--- src/rtl/phpwm_pkg.sv ---
`timescale 1ns/1ps
package phpwm_pkg;
   localparam int unsigned WORD_W   = 32;
   localparam int unsigned EN_POS   = 31;
   localparam int unsigned REQ_POS  = 30;
   localparam int unsigned DIV_W    = 8;
   localparam int unsigned STEP_LSB = DIV_W;
   localparam int unsigned STEP_MAX = REQ_POS - STEP_LSB;

   typedef logic [DIV_W-1:0] ontime_t;
endpackage

--- src/rtl/phpwm_regs.sv ---
`timescale 1ns/1ps
module phpwm_regs
   import phpwm_pkg::*;
#(
   parameter int unsigned BU_W = 16
) (
   input  logic              clk,
   input  logic              rst_n,
   input  logic              wr_en,
   input  logic [WORD_W-1:0] wr_data,
   input  logic              take,
   output logic              en_q,
   output logic              req_q,
   output logic [BU_W-1:0]   stg_bu,
   output ontime_t           stg_div
);
   logic accept;

   assign accept = wr_en && !req_q;

   always_ff @(posedge clk or negedge rst_n) begin
      if (!rst_n) begin
         en_q <= 1'b0;
      end else if (wr_en) begin
         en_q <= wr_data[EN_POS];
      end
   end

   always_ff @(posedge clk or negedge rst_n) begin
      if (!rst_n) begin
         req_q   <= 1'b0;
         stg_bu  <= '0;
         stg_div <= '0;
      end else if (accept) begin
         req_q   <= wr_data[REQ_POS];
         stg_bu  <= wr_data[STEP_LSB +: BU_W];
         stg_div <= wr_data[DIV_W-1:0];
      end else if (take) begin
         req_q   <= 1'b0;
      end
   end
endmodule

--- src/rtl/phpwm_accum.sv ---
`timescale 1ns/1ps
module phpwm_accum
   import phpwm_pkg::*;
#(
   parameter int unsigned BU_W = 16
) (
   input  logic            clk,
   input  logic            rst_n,
   input  logic            run,
   input  logic [BU_W-1:0] step,
   output ontime_t         cnt,
   output logic            wrap
);
   localparam int unsigned SUM_W = BU_W + 1;

   logic [BU_W-1:0]  phase_q;
   logic [SUM_W-1:0] sum;

   assign sum  = {1'b0, phase_q} + {1'b0, step};
   assign wrap = run && sum[BU_W];
   assign cnt  = phase_q[BU_W-1 -: DIV_W];

   always_ff @(posedge clk or negedge rst_n) begin
      if (!rst_n) begin
         phase_q <= '0;
      end else if (run) begin
         phase_q <= sum[BU_W-1:0];
      end else begin
         phase_q <= '0;
      end
   end
endmodule

--- src/rtl/phpwm_active.sv ---
`timescale 1ns/1ps
module phpwm_active
   import phpwm_pkg::*;
#(
   parameter int unsigned BU_W = 16
) (
   input  logic            clk,
   input  logic            rst_n,
   input  logic            pending,
   input  logic            run,
   input  logic            wrap,
   input  logic [BU_W-1:0] stg_bu,
   input  ontime_t         stg_div,
   output logic            take,
   output logic [BU_W-1:0] act_bu,
   output ontime_t         act_div
);
   logic idle;

   assign idle = !run || (act_bu == '0);
   assign take = pending && (wrap || idle);

   always_ff @(posedge clk or negedge rst_n) begin
      if (!rst_n) begin
         act_bu  <= '0;
         act_div <= '0;
      end else if (take) begin
         act_bu  <= stg_bu;
         act_div <= stg_div;
      end
   end
endmodule

--- src/rtl/phpwm_compare.sv ---
`timescale 1ns/1ps
module phpwm_compare
   import phpwm_pkg::*;
#(
   parameter bit REG_OUT = 1'b0
) (
   input  logic    clk,
   input  logic    rst_n,
   input  logic    run,
   input  ontime_t cnt,
   input  ontime_t thresh,
   output logic    out
);
   logic hit;

   assign hit = run && (cnt >= thresh);

   generate
      if (REG_OUT) begin : g_flop
         logic out_q;
         always_ff @(posedge clk or negedge rst_n) begin
            if (!rst_n) begin
               out_q <= 1'b0;
            end else begin
               out_q <= hit;
            end
         end
         assign out = out_q;
      end else begin : g_comb
         assign out = hit;
      end
   endgenerate
endmodule

--- src/rtl/phase_pwm.sv ---
`timescale 1ns/1ps
module phase_pwm
   import phpwm_pkg::*;
#(
   parameter int unsigned BU_W    = 16,
   parameter bit          REG_OUT = 1'b0
) (
   input  logic              clk,
   input  logic              rst_n,
   input  logic              wr_en,
   input  logic [WORD_W-1:0] wr_data,
   output logic [WORD_W-1:0] rd_data,
   output logic              pwm_out
);
   generate
      if (BU_W < DIV_W || BU_W > STEP_MAX) begin : g_bad_width
         $error("phase_pwm: BU_W must lie between DIV_W and STEP_MAX");
      end
   endgenerate

   logic            en_q;
   logic            req_q;
   logic            take;
   logic            wrap;
   logic [BU_W-1:0] stg_bu;
   logic [BU_W-1:0] act_bu;
   ontime_t         stg_div;
   ontime_t         act_div;
   ontime_t         cnt;

   phpwm_regs #(.BU_W(BU_W)) u_regs (
      .clk     (clk),
      .rst_n   (rst_n),
      .wr_en   (wr_en),
      .wr_data (wr_data),
      .take    (take),
      .en_q    (en_q),
      .req_q   (req_q),
      .stg_bu  (stg_bu),
      .stg_div (stg_div)
   );

   phpwm_active #(.BU_W(BU_W)) u_active (
      .clk     (clk),
      .rst_n   (rst_n),
      .pending (req_q),
      .run     (en_q),
      .wrap    (wrap),
      .stg_bu  (stg_bu),
      .stg_div (stg_div),
      .take    (take),
      .act_bu  (act_bu),
      .act_div (act_div)
   );

   phpwm_accum #(.BU_W(BU_W)) u_accum (
      .clk   (clk),
      .rst_n (rst_n),
      .run   (en_q),
      .step  (act_bu),
      .cnt   (cnt),
      .wrap  (wrap)
   );

   phpwm_compare #(.REG_OUT(REG_OUT)) u_cmp (
      .clk    (clk),
      .rst_n  (rst_n),
      .run    (en_q),
      .cnt    (cnt),
      .thresh (act_div),
      .out    (pwm_out)
   );

   always_comb begin
      rd_data                   = '0;
      rd_data[EN_POS]           = en_q;
      rd_data[REQ_POS]          = req_q;
      rd_data[STEP_LSB +: BU_W] = stg_bu;
      rd_data[DIV_W-1:0]        = stg_div;
   end
endmodule

--- config.mk ---
export PLATFORM = sky130hd
export DESIGN_NAME = phase_pwm
export DESIGN_NICKNAME = d
export VERILOG_FILES = /design/src/rtl/phpwm_pkg.sv /design/src/rtl/phpwm_regs.sv /design/src/rtl/phpwm_accum.sv /design/src/rtl/phpwm_active.sv /design/src/rtl/phpwm_compare.sv /design/src/rtl/phase_pwm.sv
export SDC_FILE = /design/constraint.sdc
export NUM_CORES = 1
export LEC_CHECK = 0
export CAP_MARGIN = 20
export CORE_MARGIN = 3
export CORE_UTILIZATION = 41
export CTS_CLUSTER_DIAMETER = 100
export DETAILED_ROUTE_END_ITERATION = 7
export MAX_ROUTING_LAYER = met4
export PLACE_DENSITY = 0.75
export SLEW_MARGIN = 20
export SYNTH_ARGS = -nofsm -noshare
export SYNTH_HDL_FRONTEND = slang
export SYNTH_HIERARCHICAL = 1
export SYNTH_SLANG_ARGS = --single-unit
--- constraint.sdc ---
create_clock -name clk -period 5.09 [get_ports clk]
set_input_delay 0.7635 -clock clk [delete_from_list [all_inputs] [get_ports clk]]
set_output_delay 0.7635 -clock clk [all_outputs]
set_load 0.02 [all_outputs]
==> results of run 1 <==
-- state kept, by name, indices dropped and copies added (netlist names) --
signal,cells
u_active/act_div,8
u_regs/stg_div,8
u_regs/req_q,1
u_accum/phase_q,16
u_active/act_bu,16
u_regs/stg_bu,16
u_regs/en_q,1
-- routing by layer --
metal | wire (um) | vias to the layer above | global-route usage [%]
li1 | - | 1109 | -
met1 | 3200 | 1098 | 19.3
met2 | 3010 | 53 | 21.7
met3 | 263 | 15 | 4.17
met4 | 199 | 0 | 8.08
met5 | 0 | - | -
-- cells by family after synthesis --
| kind of cell | Yosys count |
|---|---|
| and+or+nand+nor | 49 |
| DFF | 66 |
| AOI/OAI and AO/OA | 48 |
| muxes | 51 |
| adders and majority gates | 25 |
| buffers and inverters | 42 |
| xor gates and xnor gates | 8 |
| other | 1 |
-- layout by cell type (no fill, tap or decap), types with 3 or more instances in the layout --
cell type,instances
conb_1,6
xor2_1,4
o21a_1,5
ha_1,24
clkdlybuf4s50_1,54
a21o_1,4
mux2_2,11
nand2_1,12
o21bai_1,3
clkbuf_8,9
mux2_4,38
xnor2_1,4
o21ai_0,7
nor2_1,12
a21oi_1,13
dfrtp_1,66
inv_1,20
nor4_1,4
nor3_1,6
-- power groups by stage --
stage	registers [uW]	logic [uW]	clock network (uW)
after floorplan	1060	1190	0
after global placement	998	1620	0
after detailed placement	1000	1650	0
after CTS	999	1660	498
after global routing	1030	1830	520
final	992	1660	488
-- stage by stage --
step | power [uW] | hold WS, ns | worst slack, ns
6_report | 3140 | 0.514 | 1.55
5_1_grt | 3390 | 0.540 | 1.32
4_1_cts | 3160 | 0.520 | 1.40
3_5_place_dp | 2650 | 0.493 | 1.42
3_3_place_gp | 2610 | 0.494 | 1.44
2_1_floorplan | 2250 | 0.468 | 2.30
-- worst paths after layout --
check                      slack (ns)                 from                   to  cells past startpoint
max                              1.55   u_active/act_bu[0]  u_active/act_div[7]                     13
max in group asynchronous        3.97                rst_n     u_regs/stg_bu[9]                      2
min reg2reg                      0.51  u_active/act_div[4]  u_active/act_div[4]                      1
max reg2reg                      1.55   u_active/act_bu[0]  u_active/act_div[7]                     13
min                              0.51  u_active/act_div[4]  u_active/act_div[4]                      1
min in group asynchronous        0.58                rst_n    u_regs/stg_div[2]                      2
-- cell type report --
type                    count  area share, %
well taps                 105           3.00
multi-input cells         187           39.4
inverters                  20           1.71
repair buffers             57           13.2
clock inverters             6           2.05
clock buffers              10           2.91
flip-flops and latches     66           37.7
==> run summary, run 1 <==
status: finished clean
Final Hold Fails: 0
synth-to-layout area growth: 20.1%
Logic pwr share: 53.0%
io pins: 68
Worst Path Max Fanout: 14
CTS tree: yes
Routability Congestion: 0.820
Crit path arrival time: 3.79 ns
Non-Filler Instances: 451
EDFF count, synth: 0
Leakage: 0.00201 uW
Slew Limit Fails: 0
Seq pwr share: 31.5%
Bufs on Longest Clock Path: 2
Die H: 100 um
CP Buf/Inv Count: 3
top cells by area, synth: dfrtp_1 (45%), mux2_4 (16%), ha_1 (8.2%), mux2_2 (3.4%), buf_4 (3.3%)
clk sink count: 66
asr flop ratio synth: 100%
total global routing overflow: 0
slew of the pin with the lowest slew margin: 0.935 ns
delay-heaviest family, CP: compound AO/OA/AOI/OAI gates
Sw Ratio: 38.0%
CP max stage delay: 0.56 ns
PD cells: 717 nW/um^2
Hold Buf Count CTS: 0
Clock Power Share: 15.5%
worst skew pair latency: 0.36 ns
Worst setup EP type: flip-flop
peak supply drop: 0.000381 V
layout filler cell count: 755
Synth top area share: 45.2%
drt drc: 0
main combinational cell family by area after synthesis: multiplexers
Synth top cells by count: dfrtp_1 (66), mux2_4 (38), ha_1 (24), inv_1 (20), buf_4 (16)
Main synth FF type: dfrtp_1
row count: 33
Num CTS Buffers: 9
Post-Synth Simple-Gate Area: 6.89%
multi-input logic area: 1730 sq um
Synth Area in Compound Gates: 9.59%
Pre-antenna DRT Iters: 4
mux contribution to synthesized area: 19.6%
post-route ant nets: 0
Max Cap Viol: 0
Die Footprint: 10100 sq um
DP Wirelength: 4770 um
Max-slew headroom: 37.6%
HP Class: reg2reg
total length of routed wires: 6670 um
die width: 100 um
crit start category: flip-flop
Gate Count Post-Synth: 290
yosys warns: 6
count of input and output buffers: 55
Area after DPL: 4140 sq um
Final Cell Area: 4390 sq um
clk root buf: clkbuf_8
adder-cell area share of the yosys netlist: 8.77%
Slowest cell on crit path: a31oi_4
largest net degree at the start of global routing: 67
#FFs+latches synth: 66
Worst Path Class, Setup: reg2reg
initial core utilization: 43.4%
crit path cell chain: ha_1 > inv_1 > fa_1 > nor2b_1 > o21bai_1 > a21oi_1 > a221oi_2 > nand3b_1 > a21oi_1 > inv_1 > a31oi_4 > buf_16 > mux2_2
FMAX: 283 MHz
final period utilization: 69.5%
CTS clk-pin slew, worst paths: 0.08 ns
Post-CTS Resized: 0
layout cells sized above 1: 21.7%
Mean Syn Cell Area: 12.6 sq um
vias in the first global route: 2358
final setup TNS: 0 ns
most frequent cell after synthesis: dfrtp_1
# setup viols final: 0
Storage cell area: 1650 sq um
GRT Resource Usage Total: 15.1%
Vias/cell: 5.04
Synth Area in XOR/XNOR: 1.92%
Final Skew: 0.00635 ns
vias post-DR: 2275
ant diodes: 0
number of H-tree levels: 3
Tmin final: 3.54 ns
starting DRC count in detailed routing: 120
RSZ-0062 raised after global routing: no
initial antenna violation count: 0
WL per Instance: 14.8 um
P_sw: 1190 uW
Yosys top cell by area: dfrtp_1
Final nets: 401
Synth cell types: 47
fin util: 52.1%
P_int: 1950 uW
DP Cell Count: 434
critical path data required time: 5.34 ns
combined area of all synthesized cells: 3650 sq um
first-pass GRT wire length: 11400 um
Core Area: 8420 sq um
setup bufs post-CTS: 0
sequential-to-total area share from yosys stat: 45.2%
Power figures use the tool's default switching activity.
==> inputs of run 2 (changes only) <==
Clock period 5.09 ns to 3.5 ns, I/O delays scaled along.
==> run 2 against run 1 <==
Against the previous run:
- wire length is 1.1% lower
- cell count increased by 0.22%
- first-iteration DRC count shrank 18%
- core utilization rose by 0.074 points
- register-to-register slack lost 1.2 ns
- hold slack worse by 0.15 ns
- clock-buffer cell count shrank 1
- largest cell class unchanged
- highest routed layer unchanged
==> run summary, run 2 (synthesis gave the netlist of run 1 again) <==
Final nets: 402 (+0.25%)
most common cell after layout, fill and taps aside: dfrtp_1
Sw Ratio: 38.2% (+0.18 points)
CTS clk-pin slew, worst paths: 0.08 ns (about the same)
clk sink count: 66 (unchanged)
total global routing overflow: 0 (unchanged)
final setup TNS: 0 ns (unchanged)
P_int: 2830 uW (+45%)
top flop regs: u_accum/phase_q x16, u_active/act_bu x16, u_regs/stg_bu x16
vias in the first global route: 2364 (+0.25%)
Final Skew: 0.00866 ns (+0.00231 ns)
total length of routed wires: 6590 um (-1.1%)
P_sw: 1750 uW (+46%)
CTS tree: yes
commonest non-fill, non-tap cells in the layout: dfrtp_1 (66), clkdlybuf4s50_1 (54), mux2_4 (38)
clk root buf: clkbuf_8
peak supply drop: 0.000549 V (+44%)
Tmin final: 3.15 ns (-0.386 ns)
flop2flop setup slack: 0.35 ns (-1.20 ns)
io pins: 68 (unchanged)
Area after DPL: 4170 sq um (+0.66%)
worst skew pair latency: 0.35 ns (about the same)
crit path cell chain: ha_1 > inv_1 > fa_1 > nor2b_1 > o21bai_1 > a21oi_1 > a221oi_2 > nand3b_1 > a21oi_1 > inv_1 > a31oi_4 > buf_12 > mux2_2
WHS: 0.361 ns (-0.153 ns)
Bufs on Longest Clock Path: 2 (unchanged)
RSZ-0062 raised after global routing: no
Final Hold Fails: 0 (unchanged)
number of H-tree levels: 3 (unchanged)
Core Area: 8420 sq um (unchanged)
DP Worst Slack: 0.388 ns (-1.04 ns)
FMAX: 317 MHz (+12%)
DP Wirelength: 4700 um (-1.6%)
Routability Congestion: 0.844 (+2.9%)
GRT Resource Usage Total: 14.6% (-0.49 points)
Num CTS Buffers: 9 (unchanged)
Die Footprint: 10100 sq um (unchanged)
status: finished clean
Max Cap Viol: 0 (unchanged)
row count: 33 (unchanged)
ant diodes: 0 (unchanged)
vias post-DR: 2318 (+1.9%)
Final Cell Area: 4390 sq um (+0.14%)
crit start category: flip-flop
first-pass GRT wire length: 11300 um (-1.5%)
layout cells sized above 1: 22.2% (+0.51 points)
initial antenna violation count: 0 (unchanged)
Crit path arrival time: 3.38 ns (-0.41 ns)
largest net degree at the start of global routing: 67 (unchanged)
Pre-antenna DRT Iters: 4 (unchanged)
Post-CTS Resized: 0 (unchanged)
count of input and output buffers: 55 (unchanged)
PD cells: 1040 nW/um^2 (+45%)
post-route ant nets: 0 (unchanged)
Worst setup EP type: flip-flop
Hold Buf Count CTS: 0 (unchanged)
synth-to-layout area growth: 20.2%
Worst Path Max Fanout: 25 (+11)
initial core utilization: 43.4% (unchanged)
WL per Instance: 14.6 um (-1.3%)
# setup viols final: 0 (unchanged)
final period utilization: 90.1% (+21 points)
critical path data required time: 3.73 ns (-1.61 ns)
Slew Limit Fails: 0 (unchanged)
Slowest cell on crit path: dfrtp_1
setup bufs post-CTS: 0 (unchanged)
Seq pwr share: 31.5% (about the same)
Logic pwr share: 52.8% (-0.2 points)
HP Class: in2async
starting DRC count in detailed routing: 98 (-18%)
slew of the pin with the lowest slew margin: 0.828 ns (-0.106 ns)
Worst Path Class, Setup: reg2reg
Max-slew headroom: 44.8% (+7.2 points)
CP max stage delay: 0.39 ns (-0.17 ns)
die width: 100 um (unchanged)
Leakage: 0.00202 uW (+0.45%)
Clock Power Share: 15.7% (+0.2 points)
Vias/cell: 5.13 (+1.7%)
drt drc: 0 (unchanged)
setup slack after layout: 0.348 ns (-1.20 ns)
fin util: 52.1% (+0.074 points)
Die H: 100 um (unchanged)
## run 2: critical path, delay by kind of cell, from the launching register on
family | cells | cell delay (ns)
DFF | 1 | 0.39
buffers and inverters | 3 | 0.38
and+or+nand+nor | 2 | 0.38
AOI/OAI and AO/OA | 5 | 0.95
muxes | 1 | 0.36
adders and majority gates | 2 | 0.57
## run 2: final cells by class
class | instances | area [sq um]
inverters | 20 | 75.1
flip-flops and latches | 66 | 1650
well taps | 105 | 131
clock inverters | 7 | 100
clock buffers | 9 | 124
multi-input cells | 187 | 1730
repair buffers | 58 | 581
fillers | 726 | 4030
## run 2: final timing paths
path	startpoint	depth (start not counted)	endpoint
min in group clk	u_active/act_div[7]	1	u_active/act_div[7]
setup reg to reg	u_active/act_bu[0]	13	u_active/act_bu[11]
hold / removal	rst_n	2	u_regs/stg_div[2]
hold reg to reg	u_active/act_div[7]	1	u_active/act_div[7]
max in group asynchronous	rst_n	2	u_accum/phase_q[0]
setup / recovery	u_active/act_bu[0]	13	u_active/act_bu[11]
## run 2: layer usage
metal  vias to the layer above  part of all wire [%]  global-route usage, %
li1                       1116                     -                      -
met1                      1134                    48                   19.1
met2                        58                    45                   21.8
met3                        10                   4.4                   3.13
met4                         0                   1.7                   6.53
met5                         -                     0                      -
## run 2: power by group through the flow
stage	Combinational [uW]	Clock [uW]	Sequential, uW
detailed placement	2400	0	1460
global route	2640	766	1510
finish	2420	719	1440
CTS	2430	739	1450
global placement	2360	0	1450
floorplan	1740	0	1540
## run 2: stage by stage
step / instances / power, uW
floorplan: 295 / 3270
global placement: 436 / 3810
detailed placement: 436 / 3860
CTS: 452 / 4620
global route: 452 / 4920
finish: 452 / 4580
